## src/rtl/ptmr_pkg.sv

```systemverilog
// Package: shared constants for the banked countdown timer.
// Assumes at most MAX_CORES cores and 32-byte register windows.
package ptmr_pkg;
    localparam int MAX_CORES = 4;
    localparam int WIN_BITS  = 5;
    localparam int WIN_IDX_W = $clog2(MAX_CORES + 1);
    localparam int ADDR_W    = WIN_BITS + WIN_IDX_W;
    localparam int ID_W      = $clog2(MAX_CORES);
    localparam int DATA_W    = 32;
    localparam int DIV_W     = 8;

    localparam logic [2:0] REG_RELOAD = 3'd0;
    localparam logic [2:0] REG_COUNT  = 3'd1;
    localparam logic [2:0] REG_CTRL   = 3'd2;
    localparam logic [2:0] REG_FLAG   = 3'd3;

    typedef struct packed {
        logic [DIV_W-1:0] div;
        logic             reload;
        logic             run;
    } ctrl_t;
endpackage

```

## src/rtl/ptmr_prescale.sv

```systemverilog
// Prescale phase counter: emits one step per (limit+1) ticks while active.
// Assumes the owner clears the phase on every restart.
module ptmr_prescale #(
    parameter int DIV_W = 8
) (
    input  logic             clk,
    input  logic             rst_n,
    input  logic             clr,
    input  logic             active,
    input  logic             tick,
    input  logic [DIV_W-1:0] limit,
    output logic             step
);
    logic [DIV_W-1:0] phase_q;

    assign step = active && tick && (phase_q >= limit);

    // Advance the phase on each active tick; wrap on a step, zero on restart.
    always_ff @(posedge clk) begin
        if (!rst_n || clr) begin
            phase_q <= '0;
        end else if (active && tick) begin
            phase_q <= step ? '0 : phase_q + 1'b1;
        end
    end
endmodule

```

## src/rtl/ptmr_decode.sv

```systemverilog
// Address decoder: maps a bus access to at most one core's timer.
// Window 0 aliases the requester's own timer; window i+1 is core i.
module ptmr_decode
    import ptmr_pkg::*;
#(
    parameter int NUM_CORES = 2
) (
    input  logic                 clk,
    input  logic                 rst_n,
    input  logic                 sel,
    input  logic [ADDR_W-1:0]    addr,
    input  logic [ID_W-1:0]      req_id,
    output logic [NUM_CORES-1:0] hit,
    output logic [2:0]           reg_idx
);
    logic [WIN_IDX_W-1:0] win;
    logic                 aligned;

    assign win     = addr[ADDR_W-1:WIN_BITS];
    assign aligned = (addr[1:0] == 2'b00);
    assign reg_idx = addr[4:2];

    for (genvar i = 0; i < NUM_CORES; i++) begin : g_hit
        assign hit[i] = sel && aligned &&
                        (((win == '0) && (req_id == ID_W'(i))) ||
                         (win == WIN_IDX_W'(i + 1)));
    end


    one_target_chk: assert property (@(posedge clk) disable iff (!rst_n)
        $onehot0(hit));
endmodule

```

## src/rtl/ptmr_unit.sv

```systemverilog
// One core's countdown timer: reload value, count, control and expiry flag.
// Assumes at most one register written per cycle; a write suppresses that cycle's step.
module ptmr_unit
    import ptmr_pkg::*;
(
    input  logic              clk,
    input  logic              rst_n,
    input  logic              tick,
    input  logic              acc_wr,
    input  logic [2:0]        reg_idx,
    input  logic [DATA_W-1:0] wdata,
    output logic [DATA_W-1:0] rdata,
    output logic              irq
);
    logic [DATA_W-1:0] reload_q, count_q;
    ctrl_t             ctrl_q;
    logic              flag_q;
    logic              wr_reload, wr_count, wr_ctrl, wr_flag;
    logic              run_rise, restart, active, step;

    assign wr_reload = acc_wr && (reg_idx == REG_RELOAD);
    assign wr_count  = acc_wr && (reg_idx == REG_COUNT);
    assign wr_ctrl   = acc_wr && (reg_idx == REG_CTRL);
    assign wr_flag   = acc_wr && (reg_idx == REG_FLAG);
    assign run_rise  = wr_ctrl && !ctrl_q.run && wdata[0];
    assign restart   = wr_reload || wr_count || run_rise;
    assign active    = ctrl_q.run && (count_q != '0) && !acc_wr;

    ptmr_prescale #(.DIV_W(DIV_W)) u_pre (
        .clk(clk), .rst_n(rst_n), .clr(restart), .active(active),
        .tick(tick), .limit(ctrl_q.div), .step(step)
    );

    // Register writes take priority; otherwise apply a prescaled step.
    always_ff @(posedge clk) begin
        if (!rst_n) begin
            reload_q <= '0;
            count_q  <= '0;
            ctrl_q   <= '0;
            flag_q   <= 1'b0;
        end else if (wr_reload) begin
            reload_q <= wdata;
            count_q  <= wdata;
        end else if (wr_count) begin
            count_q <= wdata;
        end else if (wr_ctrl) begin
            ctrl_q <= '{div: wdata[15:8], reload: wdata[1], run: wdata[0]};
            if (run_rise && (count_q == '0) && wdata[1]) begin
                count_q <= reload_q;
            end
        end else if (wr_flag) begin
            if (wdata[0]) flag_q <= 1'b0;
        end else if (step) begin
            if (count_q == 1) begin
                flag_q  <= 1'b1;
                count_q <= ctrl_q.reload ? reload_q : '0;
            end else begin
                count_q <= count_q - 1'b1;
            end
        end
    end

    // Return the addressed register; unlisted offsets read zero.
    always_comb begin
        case (reg_idx)
            REG_RELOAD: rdata = reload_q;
            REG_COUNT:  rdata = count_q;
            REG_CTRL:   rdata = {16'h0, ctrl_q.div, 6'h0, ctrl_q.reload, ctrl_q.run};
            REG_FLAG:   rdata = {31'h0, flag_q};
            default:    rdata = '0;
        endcase
    end

    assign irq = flag_q;


    count_hold_chk: assert property (@(posedge clk) disable iff (!rst_n)
        (!ctrl_q.run && !acc_wr) |=> $stable(count_q));

    zero_stays_chk: assert property (@(posedge clk) disable iff (!rst_n)
        (count_q == '0 && !acc_wr) |=> (count_q == '0));

    expiry_flag_chk: assert property (@(posedge clk) disable iff (!rst_n)
        (step && count_q == 1) |=> flag_q);

    reload_value_chk: assert property (@(posedge clk) disable iff (!rst_n)
        (step && count_q == 1 && ctrl_q.reload) |=> (count_q == $past(reload_q)));

    flag_clear_chk: assert property (@(posedge clk) disable iff (!rst_n)
        (wr_flag && wdata[0]) |=> !irq);
endmodule

```

## src/rtl/ptmr_bank.sv

```systemverilog
// Top: NUM_CORES countdown timers behind a window decoder with a per-requester alias.
// Assumes 1 <= NUM_CORES <= MAX_CORES and word-aligned accesses only.
module ptmr_bank
    import ptmr_pkg::*;
#(
    parameter int NUM_CORES = 2
) (
    input  logic                 clk,
    input  logic                 rst_n,
    input  logic                 tick_en,
    input  logic                 bus_sel,
    input  logic                 bus_wr,
    input  logic [ADDR_W-1:0]    bus_addr,
    input  logic [DATA_W-1:0]    bus_wdata,
    input  logic [ID_W-1:0]      bus_req_id,
    output logic [DATA_W-1:0]    bus_rdata,
    output logic [NUM_CORES-1:0] irq
);
    logic [NUM_CORES-1:0] hit;
    logic [2:0]           reg_idx;
    logic [DATA_W-1:0]    unit_rd [NUM_CORES];

    ptmr_decode #(.NUM_CORES(NUM_CORES)) u_dec (
        .clk(clk), .rst_n(rst_n), .sel(bus_sel), .addr(bus_addr),
        .req_id(bus_req_id), .hit(hit), .reg_idx(reg_idx)
    );

    for (genvar i = 0; i < NUM_CORES; i++) begin : g_unit
        ptmr_unit u_tmr (
            .clk(clk), .rst_n(rst_n), .tick(tick_en),
            .acc_wr(hit[i] && bus_wr), .reg_idx(reg_idx), .wdata(bus_wdata),
            .rdata(unit_rd[i]), .irq(irq[i])
        );
    end

    // Merge read data from the single selected timer; zero when none.
    always_comb begin
        bus_rdata = '0;
        for (int i = 0; i < NUM_CORES; i++) begin
            if (hit[i] && !bus_wr) bus_rdata = bus_rdata | unit_rd[i];
        end
    end
endmodule

```

## config.mk

```make
export PLATFORM = sky130hd
export DESIGN_NAME = ptmr_bank
export DESIGN_NICKNAME = d
export VERILOG_FILES = /design/src/rtl/ptmr_pkg.sv /design/src/rtl/ptmr_prescale.sv /design/src/rtl/ptmr_decode.sv /design/src/rtl/ptmr_unit.sv /design/src/rtl/ptmr_bank.sv
export SDC_FILE = /design/constraint.sdc
export NUM_CORES = 1
export LEC_CHECK = 0
export ABC_AREA = 1
export BUFFER_PORTS_ARGS = -buffer_cell sky130_fd_sc_hd__buf_2
export CAP_MARGIN = 25
export CELL_PAD_IN_SITES_DETAIL_PLACEMENT = 0
export CELL_PAD_IN_SITES_GLOBAL_PLACEMENT = 1
export CORE_MARGIN = 1.5
export CORE_UTILIZATION = 44
export DETAILED_ROUTE_END_ITERATION = 12
export PLACE_DENSITY = 0.85
export SLEW_MARGIN = 20
export SYNTH_ARGS = -nofsm -noshare
export SYNTH_HDL_FRONTEND = slang
export SYNTH_HIERARCHICAL = 1
export SYNTH_SLANG_ARGS = --single-unit
```

## constraint.sdc

```tcl
create_clock -name clk -period 2.5 [get_ports clk]
set_input_delay 0.125 -clock clk [delete_from_list [all_inputs] [get_ports clk]]
set_output_delay 0.125 -clock clk [all_outputs]
set_load 0.01 [all_outputs]
```

==> metrics <==
outcome=complete, no violations; GP Congestion=0.970; clock-pin slew on the worst setup and hold paths=0.08 ns; max-cap violations=0; Synth Warn #=6; Final Hold Violating Endpoints=0; WL final=43400 µm; CP required=2.83 ns; Core Util, Final=0.513; most common cell after layout, fill and taps aside=nand2_1; period utilization=0.944; vias=12600; share of cells above drive strength 1=0.176; vias in the first global route=12000; Clock Path Buffers=2; Tightest Pin Transition=0.776 ns; initial antenna violation count=0; crit start category=register; FP Rows=59; final setup fails=0; pin count of the biggest net entering global routing=65; Initial DRC Count=1127; total iterations of the first detailed-routing run=6; reg2reg end=g_unit[0].u_tmr/count_q[8]; Overall Global Routing Usage=0.312; mean post-synth cell area=6.35 µm²; Clock Sinks=166; I/O Pins=81; R2R setup slack=0.14 ns; DP Wirelength=32500 µm; Vias/cell=5.48; Synth cell types=48; worst r2r path cells=16; RR Startpoint=g_unit[0].u_tmr/count_q[20]; Num CTS Buffers=17; leakage=6.08 nW; CP Class=register to register; GRT overflow=0; Setup Buffers After CTS=0; CTS tree=built; Period minus WS final=2.36 ns; register area share after synthesis=0.282; CORE AREA=0.0262 mm²; worst skew pair latency=0.45 ns; fin cells=2303; most frequent cells in the layout=418 x nand2_1, 234 x nor2_1, 205 x nand3_1; Critical Path AT=2.69 ns; nets=2024; Setup crit end=g_unit[0].u_tmr/count_q[8]; Worst Skew=0.0216 ns; CP Launch Point=g_unit[0].u_tmr/count_q[20]; synth-to-layout area growth=14.0%; Wirelength per Cell=18.9 µm; worst vdd ir=0.476 mV; DRT antenna net count=0; fmax=424 MHz; Max H-tree Level=4; DP Cell Count=2262; Initial Util=0.450; Worst slew margin=0.482; detailed-route DRC error count=0; CP Capture Type=register; P per Cell Area=437 mW/mm²; Mapped Nets=1925; max-slew violations=0; overall power=0.00587 W; n_diodes=0; Die Wd=167 µm; total negative slack=0 ns; worst hold path class=primary input to register; Post-Syn Instances=1856; IO Port Bufs=80; DIE AREA=0.0278 mm²; RSZ-0062 raised after global routing=true; CTS Root Cell=clkbuf_16; first-pass GRT wire length=67400 µm; Synth Register Bits=166; worst-path fanout max=42; Die Span Y=167 µm; Syn Std Cell Area=0.0118 mm²
## worst min-delay path by stage
stage,startpoint,end,slack [ns],cells past startpoint
2_1_floorplan,bus_wdata[8],g_unit[0].u_tmr/ctrl_q[2],0.26,2
6_report,bus_wdata[21],g_unit[1].u_tmr/reload_q[21],0.009,3
3_3_place_gp,bus_wdata[26],g_unit[1].u_tmr/reload_q[26],0.44,3
3_5_place_dp,bus_wdata[31],g_unit[1].u_tmr/reload_q[31],0.45,3
5_1_grt,bus_wdata[22],g_unit[1].u_tmr/reload_q[22],0.01,3
4_1_cts,bus_wdata[21],g_unit[1].u_tmr/reload_q[21],0.0003,3
## logic make-up after synthesis
kind of cell,count (synthesis),share of synthesized area
XOR/XNOR,45,0.0334
adder cells (fa/ha/maj),22,0.0234
flip-flops,166,0.282
AND/OR/NAND/NOR,1009,0.393
multiplexers,2,0.00170
buffers and inverters,286,0.110
AO/OA/AOI/OAI,326,0.156
## Yosys cell counts (all sizes together)
library cell	count	share of area
o21ai	137	0.060
o2111ai	2	0.0015
a21oi	137	0.064
ha	22	0.023
clkinv	8	0.0034
a21boi	1	0.00064
nor4	1	0.00053
inv	186	0.059
a31oi	2	0.0011
buf	47	0.033
nor3	6	0.0034
dfxtp	166	0.28
nand4	20	0.011
o22ai	24	0.013
mux2i	2	0.0017
xor2	40	0.030
xnor2	5	0.0037
a211oi	1	0.00064
a21o	4	0.0028
nand3	229	0.11
nor2	270	0.10
o221ai	18	0.013
or2	29	0.015
nand2	454	0.16
clkbuf	45	0.014
## through the flow
step                area (µm²)  setup WS [ns]  hold slack (ns)
floorplan                11800          0.279            0.260
global placement         12700         0.0788            0.443
detailed placement       12700         0.0309            0.447
CTS                      13400         0.0576         0.000251
global route             13400        -0.0194           0.0116
finish                   13400          0.139          0.00917
## metal layers
| layer | GRT usage | share of wire |
|---|---|---|
| met5 | 0 | 0 |
| met4 | 0.0949 | 0.028 |
| met3 | 0.0499 | 0.064 |
| met2 | 0.520 | 0.47 |
| met1 | 0.413 | 0.44 |
## critical path, cell delays in order, from the launching register on
cell      delay, ns
dfxtp_1        0.35
nor2_2         0.23
nand2_2        0.11
nor2_4         0.16
nand2_4        0.09
nor2_2         0.12
nor3_1         0.06
nand2_2        0.09
inv_2          0.05
nand2_1        0.09
inv_1          0.07
o21ai_2        0.14
nand2_2        0.08
nand2_4        0.10
clkinv_8       0.20
o21ai_1        0.22
a21oi_2        0.05
## flip-flops by register name (all words and copies together) (netlist names)
register / flops
g_unit.u_tmr/u_pre/phase_q: 16
g_unit.u_tmr/ctrl_q: 20
g_unit.u_tmr/reload_q: 64
g_unit.u_tmr/count_q: 64
g_unit.u_tmr/irq: 2
## power by group
part / internal (W) / switching (W)
Sequential: 0.00265 / 0.00000467
Combinational: 0.000150 / 0.000355
Clock: 0.00135 / 0.00136
Total: 0.00415 / 0.00172
## final cells by class
class	instances	area, µm²
well taps	335	419
repair buffers	172	1170
flip-flops and latches	166	3320
clock buffers	18	439
fillers	2749	12800
inverters	194	756
multi-input cells	1404	7200
clock inverters	14	131
## repair_timing
item | CTS | global route
resized for setup | 1 | 9
gates cloned | 0 | 0
hold buffers | 8 | 0
pin swaps | 0 | 0
hold endpoints to repair | 15 | 0
setup endpoints to repair | 2 | 47
Power figures use the tool's default switching activity.
